`src/rtl/hazard_pkg.sv`:
```
package hazard_pkg;
  typedef enum logic [1:0] {
    FWD_RF  = 2'd0,
    FWD_MEM = 2'd1,
    FWD_WB  = 2'd2
  } fwd_sel_e;
endpackage

```
`src/rtl/hz_ex_fwd.sv`:
```
module hz_ex_fwd
  import hazard_pkg::*;
#(
  parameter int REG_W = 5
) (
  input  logic [REG_W-1:0] rs_i,
  input  logic [REG_W-1:0] mem_rd_i,
  input  logic             mem_wr_i,
  input  logic [REG_W-1:0] wb_rd_i,
  input  logic             wb_wr_i,
  output fwd_sel_e         sel_o
);
  logic nz, mem_hit, wb_hit;

  assign nz      = |rs_i;
  assign mem_hit = mem_wr_i && nz && (rs_i == mem_rd_i);
  assign wb_hit  = wb_wr_i && nz && (rs_i == wb_rd_i);

  // younger stage wins
  always_comb begin
    if (mem_hit)     sel_o = FWD_MEM;
    else if (wb_hit) sel_o = FWD_WB;
    else             sel_o = FWD_RF;
  end
endmodule

```
`src/rtl/hz_id_fwd.sv`:
```
module hz_id_fwd #(
  parameter int REG_W = 5
) (
  input  logic [REG_W-1:0] rs_i,
  input  logic [REG_W-1:0] mem_rd_i,
  input  logic             mem_wr_i,
  input  logic             mem_ld_i,
  output logic             sel_o
);
  // load data is not ready in exe/mem; write-back handled by split-cycle file
  assign sel_o = mem_wr_i && !mem_ld_i && (|rs_i) && (rs_i == mem_rd_i);
endmodule

```
`src/rtl/hz_stall.sv`:
```
module hz_stall #(
  parameter int REG_W = 5
) (
  input  logic [REG_W-1:0] id_rs1_i,
  input  logic [REG_W-1:0] id_rs2_i,
  input  logic             id_branch_i,
  input  logic             id_taken_i,
  input  logic [REG_W-1:0] ex_rd_i,
  input  logic             ex_wr_i,
  input  logic             ex_ld_i,
  input  logic [REG_W-1:0] mem_rd_i,
  input  logic             mem_wr_i,
  input  logic             mem_ld_i,
  output logic             stall_o,
  output logic             flush_o
);
  logic ex_dep, mem_ld_dep, load_use, br_ex, br_mem;

  assign ex_dep     = ex_wr_i && (|ex_rd_i) &&
                      ((ex_rd_i == id_rs1_i) || (ex_rd_i == id_rs2_i));
  assign mem_ld_dep = mem_wr_i && mem_ld_i && (|mem_rd_i) &&
                      ((mem_rd_i == id_rs1_i) || (mem_rd_i == id_rs2_i));

  assign load_use = ex_dep && ex_ld_i;
  assign br_ex    = id_branch_i && ex_dep;
  assign br_mem   = id_branch_i && mem_ld_dep;

  assign stall_o = load_use || br_ex || br_mem;
  // stall wins; branch re-evaluated once operands are ready
  assign flush_o = id_branch_i && id_taken_i && !stall_o;
endmodule

```
`src/rtl/hazard_ctl.sv`:
```
module hazard_ctl
  import hazard_pkg::*;
#(
  parameter int REG_W = 5
) (
  input  logic             clk_i,
  input  logic             rst_ni,
  input  logic [REG_W-1:0] id_rs1_i,
  input  logic [REG_W-1:0] id_rs2_i,
  input  logic             id_branch_i,
  input  logic             id_taken_i,
  input  logic [REG_W-1:0] ex_rs1_i,
  input  logic [REG_W-1:0] ex_rs2_i,
  input  logic [REG_W-1:0] ex_rd_i,
  input  logic             ex_regwr_i,
  input  logic             ex_memrd_i,
  input  logic [REG_W-1:0] mem_rd_i,
  input  logic             mem_regwr_i,
  input  logic             mem_memrd_i,
  input  logic [REG_W-1:0] wb_rd_i,
  input  logic             wb_regwr_i,
  output logic [1:0]       ex_fwd_a_o,
  output logic [1:0]       ex_fwd_b_o,
  output logic             id_fwd_a_o,
  output logic             id_fwd_b_o,
  output logic             stall_o,
  output logic             bubble_o,
  output logic             flush_o
);
  localparam int NSRC = 2;

  logic [REG_W-1:0] id_rs [NSRC];
  logic [REG_W-1:0] ex_rs [NSRC];
  fwd_sel_e         ex_sel[NSRC];
  logic             id_sel[NSRC];
  logic             stall;

  assign id_rs[0] = id_rs1_i;
  assign id_rs[1] = id_rs2_i;
  assign ex_rs[0] = ex_rs1_i;
  assign ex_rs[1] = ex_rs2_i;

  for (genvar k = 0; k < NSRC; k++) begin : g_src
    hz_ex_fwd #(.REG_W(REG_W)) u_ex_fwd (
      .rs_i    (ex_rs[k]),
      .mem_rd_i(mem_rd_i),
      .mem_wr_i(mem_regwr_i),
      .wb_rd_i (wb_rd_i),
      .wb_wr_i (wb_regwr_i),
      .sel_o   (ex_sel[k])
    );
    hz_id_fwd #(.REG_W(REG_W)) u_id_fwd (
      .rs_i    (id_rs[k]),
      .mem_rd_i(mem_rd_i),
      .mem_wr_i(mem_regwr_i),
      .mem_ld_i(mem_memrd_i),
      .sel_o   (id_sel[k])
    );
  end

  hz_stall #(.REG_W(REG_W)) u_stall (
    .id_rs1_i   (id_rs1_i),
    .id_rs2_i   (id_rs2_i),
    .id_branch_i(id_branch_i),
    .id_taken_i (id_taken_i),
    .ex_rd_i    (ex_rd_i),
    .ex_wr_i    (ex_regwr_i),
    .ex_ld_i    (ex_memrd_i),
    .mem_rd_i   (mem_rd_i),
    .mem_wr_i   (mem_regwr_i),
    .mem_ld_i   (mem_memrd_i),
    .stall_o    (stall),
    .flush_o    (flush_o)
  );

  assign ex_fwd_a_o = ex_sel[0];
  assign ex_fwd_b_o = ex_sel[1];
  assign id_fwd_a_o = id_sel[0];
  assign id_fwd_b_o = id_sel[1];
  assign stall_o    = stall;
  assign bubble_o   = stall;
endmodule

```
`config.mk`:
```
export PLATFORM = sky130hd
export DESIGN_NAME = hazard_ctl
export DESIGN_NICKNAME = d
export VERILOG_FILES = /design/src/rtl/hazard_pkg.sv /design/src/rtl/hz_ex_fwd.sv /design/src/rtl/hz_id_fwd.sv /design/src/rtl/hz_stall.sv /design/src/rtl/hazard_ctl.sv
export SDC_FILE = /design/constraint.sdc
export NUM_CORES = 1
export LEC_CHECK = 0
export BUFFER_PORTS_ARGS = -buffer_cell sky130_fd_sc_hd__clkbuf_2
export CAP_MARGIN = 20
export CORE_MARGIN = 2
export CORE_UTILIZATION = 41
export DETAILED_ROUTE_END_ITERATION = 12
export GPL_TIMING_DRIVEN = 0
export PLACE_DENSITY = 0.86
export SLEW_MARGIN = 20
export SYNTH_ARGS = -nofsm -noshare
export SYNTH_HDL_FRONTEND = slang
export SYNTH_SLANG_ARGS = --single-unit
```
`constraint.sdc`:
```
create_clock -name vclk -period 1.7
set_input_delay 0.17 -clock vclk [all_inputs]
set_output_delay 0.17 -clock vclk [all_outputs]
set_load 0.05 [all_outputs]
```
==> impl_metrics.sql, run 1 <==
INSERT INTO impl_metrics (metric_group, metric, value, unit) VALUES
('placed_design', 'worst_setup_slack_after_placement', '-0.204', 'ns'),
('yosys', 'dominant_combinational_cell_family_by_area_after_synthesis', 'XOR/XNOR gates', ''),
('layout', 'fillerInstances', '87', ''),
('floorplanning', 'placeableCoreArea', '0.00135', 'mm2'),
('detailed_routing', 'route.vias.total', '798', ''),
('yosys', 'yosys.area.top_type_share', '35.5', '%'),
('yosys', 'postSynthCellCount', '84', ''),
('yosys', 'synth.top_cells.by_count', 'xnor2_1 (25), xor2_1 (15), nor3_1 (6), or4_1 (6)', ''),
('placed_design', 'place.gp.congestion', '0.866', ''),
('floorplanning', 'vertical_extent_of_the_die', '42.8', 'um'),
('yosys', 'simple_gate_share_of_the_synthesized_area', '27.4', '%'),
('global_routing', 'grt_antenna_before_repair', '0', ''),
('power', 'leakage', '0.453', 'nW'),
('worst_setup_path', 'setup.worst_path.class', 'in2out', ''),
('floorplanning', 'die_width', '42.8', 'um'),
('worst_setup_path', 'critical_path_arrival', '1.54', 'ns'),
('sta', 'post-route-min-period', '1.71', 'ns'),
('yosys', 'synth_area_leaders', 'xnor2_1 (35%), xor2_1 (21%), or4_1 (7.3%)', ''),
('yosys', 'synth_mux_area_share', '0', '%'),
('layout', 'number_of_nets_in_the_final_layout', '181', ''),
('global_routing', 'first_global_vias', '780', ''),
('yosys', 'library_cell_occupying_the_most_area_in_the_post_synthesis_netlist', 'xnor2_1', ''),
('yosys', 'yosys.cell_count.top_type', 'xnor2_1', ''),
('layout', 'areaGrowthSynthToFinish', '80.9', '%'),
('detailed_routing', 'drt-total-wl', '2.23', 'mm'),
('global_routing', 'grt_first_pass_wirelength', '3.52', 'mm'),
('sta', 'post_layout_worst_setup_margin', '-0.00902', 'ns'),
('worst_setup_path', 'crit_path_max_fanout', '2', ''),
('run', 'timing.max_cap.violations', '0', ''),
('layout', 'seq_area', '0', 'um2'),
('yosys', 'synth_area_per_cell', '7.34', 'um2'),
('floorplanning', 'die_area', '0.00183', 'mm2'),
('detailed_routing', 'drt_pass1_iterations', '4', ''),
('sta', 'final_min_period_over_clock_period', '101', '%'),
('power', 'cellPowerDensity', '248', 'mW/mm2'),
('power', 'design_power_total', '277', 'uW'),
('min_path', 'min_path_type', 'in2out', ''),
('global_routing', 'grt_start_max_net_pins', '6', ''),
('detailed_routing', 'detail_route.drc_violations', '0', ''),
('layout', 'flops_and_latches', '0', ''),
('yosys', 'synth_nets', '128', ''),
('yosys', 'synth-seq-area-share', '0', '%'),
('worst_setup_path', 'critical_path.endpoint', 'flush_o', ''),
('placed_design', 'detailed_place_hpwl', '1.73', 'mm'),
('detailed_routing', 'drtAntennaViolNets', '0', ''),
('outcome', 'run_status', 'finished, violations left', ''),
('yosys', 'synth_warnings', '0', ''),
('outcome', 'failed_checks', 'negative setup slack', ''),
('yosys', 'synth_adder_area_share', '0', '%'),
('worst_setup_path', 'critical_path.endpoint_type', 'output port', ''),
('worst_setup_path', 'cp_cell_sequence', 'buf_8, or4_4, o2111ai_2, a21o_1, o2111a_2, clkbuf_16', ''),
('worst_setup_path', 'critical_path.startpoint_type', 'input port', ''),
('sta', 'fmax', '585', 'MHz'),
('layout', 'final.clkbuf_count', '0', ''),
('worst_setup_path', 'worst_path_max_delay_cell', 'or4_4', ''),
('yosys', 'synth_compound_gate_area_share', '7.71', '%'),
('sta', 'tightestPinTransition', '0.464', 'ns'),
('yosys', 'synth_area', '617', 'um2'),
('global_routing', 'grt-ovfl-total', '0', ''),
('yosys', 'yosysUniqueCellTypes', '20', ''),
('floorplanning', 'fp-row-count', '13', ''),
('sta', 'final-hold-violation-count', '0', ''),
('worst_setup_path', 'timing.critical_path.required', '1.53', 'ns'),
('floorplanning', 'ioPinCount', '53', ''),
('detailed_routing', 'detail_route.vias_per_cell', '5.32', ''),
('sta', 'setup-violations-final', '2', ''),
('layout', 'total_area_of_multi_input_combinational_cells', '691', 'um2'),
('layout', 'antenna_cells', '0', ''),
('detailed_routing', 'route.detailed.wl_per_inst', '14.9', 'um'),
('detailed_routing', 'drt_iter0_drc', '9', ''),
('yosys', 'synth_xor_xnor_area_share', '56.8', '%'),
('floorplanning', 'effective_utilization_at_floorplan', '45.7', '%'),
('sta', 'unrepaired_setup_endpoints_after_global_routing', 'true', ''),
('global_routing', 'global_route.usage.total', '24.8', '%'),
('power', 'power.ir.vdd_worst', '0.139', 'mV'),
('worst_setup_path', 'max_stage_delay', '0.52', 'ns'),
('placed_design', 'io_buffer_count', '46', ''),
('sta', 'max_slew_margin', '68.9', '%'),
('sta', 'final-max-slew-violation-count', '0', ''),
('layout', 'drive_gt1_share', '54.8', '%'),
('worst_setup_path', 'worstSetupStartpoint', 'mem_rd_i[2]', '');
report_power, final:
group / switching (mW) / internal, mW
clock network: 0 / 0
logic: 0.142 / 0.135
registers: 0 / 0
how the worst min path moves through the flow:
stage                     depth (start not counted)       start       endpoint  slack, ns
final                                             3  id_taken_i        flush_o       0.74
after global routing                              3  id_taken_i        flush_o       0.75
after CTS                                         3  id_taken_i        flush_o       0.71
after detailed placement                          3  id_taken_i        flush_o       0.78
after global placement                            3  id_taken_i        flush_o       0.77
after floorplan                                   2  wb_regwr_i  ex_fwd_a_o[1]       0.51
cell type report:
cell class | instances | area share (%)
Tap cell | 15 | 1.68
Multi-Input combinational cell | 76 | 61.9
Buffer | 7 | 6.17
Timing Repair Buffer | 52 | 30.3
cells by family (layout without fill, tap and decap cells):
logic type / after synthesis / in the layout
compound gates: 6 / 6
simple gates: 30 / 30
xor+xnor: 40 / 40
buf+inv: 8 / 59
cells in the final DEF, fill, tap and decap left out, types with 3 or more instances in the layout:
cell / count
or4_4: 3
nor4_4: 3
clkbuf_2: 42
buf_4: 9
nand4_1: 4
or4_1: 3
nand3_1: 3
xnor2_1: 25
xor2_1: 15
nor3_1: 4
clkbuf_8: 3
per-layer routing:
layer / share of wire, % / global-route usage (%) / vias up
met5: 0 / 0 / -
met4: 1.6 / 4.38 / 0
met3: 4.1 / 0 / 4
met2: 55 / 47.6 / 27
met1: 39 / 30.5 / 364
li1: - / - / 403
through the flow:
stage	hold WS (ns)	std cells	instance area [um2]	setup TNS [ns]	utilization, %
floorplan	0.514	84	696	-0.152	-
global placement	0.773	145	945	-0.550	70.0
detailed placement	0.778	145	945	-0.615	70.0
CTS	0.712	148	1070	-0.0719	79.4
global route	0.746	150	1120	-0.0872	82.7
finish	0.740	150	1120	-0.0174	82.7
critical path, delay by kind of cell:
| kind | cells | cell delay (ns) |
|---|---|---|
| compound gates | 3 | 0.58 |
| buf+inv | 2 | 0.26 |
| simple gates | 1 | 0.52 |
what timing repair did:
action	CTS	global route
setup buffers	4	2
pin swaps	3	5
endpoints found under the setup margin	6	5
hold buffers	0	0
hold endpoints to repair	0	0
resized for setup	23	9
Note: power is estimated with default switching activity, not from simulation.
==> run 2, diff against run 1 <==
CELL_PAD_IN_SITES_DETAIL_PLACEMENT = 1   (was unset)
CELL_PAD_IN_SITES_GLOBAL_PLACEMENT = 1   (was unset)
CORE_ASPECT_RATIO = 0.6   (was unset)
CORE_UTILIZATION = 26   (was 41)
PLACE_DENSITY = 0.89   (was 0.86)
==> run 2 against run 1 <==
Net effect: the flow still finishes with violations (negative setup slack); sequential cell count stayed put; global-route usage is 5.4 points lower; first-iteration DRC count grew to 2.9 times the previous value; critical endpoint unchanged; largest cell class unchanged; largest power group unchanged.
==> impl_metrics.sql, run 2 (synthesis results as in run 1) <==
INSERT INTO impl_metrics (metric_group, metric, value, unit) VALUES
('power', 'leakage', '0.436', 'nW'),
('global_routing', 'global_route.usage.total', '19.4', '%'),
('outcome', 'run_status', 'finished, violations left', ''),
('sta', 'timing.setup.tns', '-0.00418', 'ns'),
('detailed_routing', 'drt_iter0_drc', '26', ''),
('run', 'timing.max_cap.violations', '0', ''),
('worst_setup_path', 'critical_path.endpoint_type', 'output port', ''),
('detailed_routing', 'route.detailed.wl_per_inst', '16.2', 'um'),
('sta', 'final_min_period_over_clock_period', '100', '%'),
('detailed_routing', 'route.vias.total', '791', ''),
('layout', 'seq_area', '0', 'um2'),
('detailed_routing', 'drt-total-wl', '2.63', 'mm'),
('worst_setup_path', 'setup.worst_path.class', 'in2out', ''),
('layout', 'layout.cells.most_common', 'clkbuf_2', ''),
('floorplanning', 'die_width', '66.9', 'um'),
('worst_setup_path', 'critical_path_arrival', '1.53', 'ns'),
('floorplanning', 'ioPinCount', '53', ''),
('floorplanning', 'fp-row-count', '13', ''),
('floorplanning', 'effective_utilization_at_floorplan', '27.9', '%'),
('detailed_routing', 'drtAntennaViolNets', '0', ''),
('global_routing', 'grt_antenna_before_repair', '0', ''),
('global_routing', 'first_global_vias', '861', ''),
('sta', 'setup-violations-final', '1', ''),
('placed_design', 'io_buffer_count', '46', ''),
('global_routing', 'grt_start_max_net_pins', '6', ''),
('detailed_routing', 'detail_route.drc_violations', '0', ''),
('placed_design', 'dpl.cell_count', '160', ''),
('placed_design', 'place.gp.congestion', '0.736', ''),
('layout', 'fillerInstances', '287', ''),
('cts', 'ctsHoldBuffers', '0', ''),
('global_routing', 'grt_first_pass_wirelength', '4.20', 'mm'),
('sta', 'fmax', '587', 'MHz'),
('layout', 'final.clkbuf_count', '0', ''),
('power', 'power.ir.vdd_worst', '0.0942', 'mV'),
('layout', 'drive_gt1_share', '53.8', '%'),
('sta', 'max_slew_margin', '70.9', '%'),
('worst_setup_path', 'crit_path_max_fanout', '3', ''),
('worst_setup_path', 'critical_path.startpoint_type', 'input port', ''),
('layout', 'flops_and_latches', '0', ''),
('layout', 'areaGrowthSynthToFinish', '78.5', '%'),
('global_routing', 'grt-ovfl-total', '0', ''),
('outcome', 'failed_checks', 'negative setup slack', ''),
('sta', 'post-route-min-period', '1.70', 'ns'),
('sta', 'unrepaired_setup_endpoints_after_global_routing', 'true', ''),
('layout', 'number_of_nets_in_the_final_layout', '178', ''),
('sta', 'final-hold-violation-count', '0', ''),
('min_path', 'min_path_type', 'in2out', ''),
('placed_design', 'placedInstanceArea', '963', 'um2'),
('detailed_routing', 'detail_route.vias_per_cell', '4.88', ''),
('layout', 'antenna_cells', '0', ''),
('power', 'design_power_total', '275', 'uW'),
('detailed_routing', 'drt_pass1_iterations', '4', ''),
('power', 'cellPowerDensity', '250', 'mW/mm2'),
('sta', 'post_layout_worst_setup_margin', '-0.00418', 'ns'),
('placed_design', 'detailed_place_hpwl', '2.32', 'mm'),
('layout', 'most_frequent_cells_in_the_layout', 'clkbuf_2 (42), xnor2_1 (25), xor2_1 (15), buf_4 (5)', ''),
('sta', 'final-max-slew-violation-count', '0', ''),
('worst_setup_path', 'timing.critical_path.required', '1.53', 'ns'),
('sta', 'tightestPinTransition', '0.433', 'ns'),
('floorplanning', 'placeableCoreArea', '0.00221', 'mm2'),
('floorplanning', 'die_area', '0.00279', 'mm2'),
('placed_design', 'worst_setup_slack_after_placement', '-0.235', 'ns'),
('layout', 'final_cell_count_no_fill', '162', ''),
('layout', 'fin_area', '0.00110', 'mm2'),
('sta', 'fin_worst_hold_slack', '0.728', 'ns'),
('layout', 'finalCoreUtilization', '49.8', '%'),
('floorplanning', 'vertical_extent_of_the_die', '41.7', 'um');
[run 2: power by group]
part | switching [mW] | leakage [nW] | total, mW | internal (mW)
logic | 0.145 | 0.436 | 0.275 | 0.130
clock network | 0 | 0 | 0 | 0
registers | 0 | 0 | 0 | 0
[run 2: layout make-up]
| cell class | instances | area [um2] | area share (%) |
|---|---|---|---|
| plain buffers | 7 | 68.8 | 6.25 |
| repair buffers | 49 | 315 | 28.6 |
| well taps | 30 | 37.5 | 3.41 |
| multi-input cells | 76 | 679 | 61.7 |
[run 2: worst paths after layout]
| path | endpoint | startpoint | cells after the start | slack, ns |
|---|---|---|---|---|
| hold / removal | flush_o | id_taken_i | 3 | 0.73 |
| setup / recovery | flush_o | mem_rd_i[2] | 6 | -0.004 |
[run 2: worst max-delay path: stages]
cell       delay [ns]
buf_8            0.10
or4_4            0.53
o2111ai_2        0.17
a21o_1           0.18
o2111a_2         0.23
clkbuf_16        0.16
[run 2: timing repair]
item	4_1_cts	5_1_grt
buffers inserted	2	1
resized for setup	26	3
setup endpoints to repair	7	5
cloned	0	0
pin swaps	4	6
[run 2: routing by layer]
metal	wire length, um	global-route usage (%)
met1	1200	25.8
met2	1280	33.2
met3	91	1.63
met4	55	5.31
met5	0	0
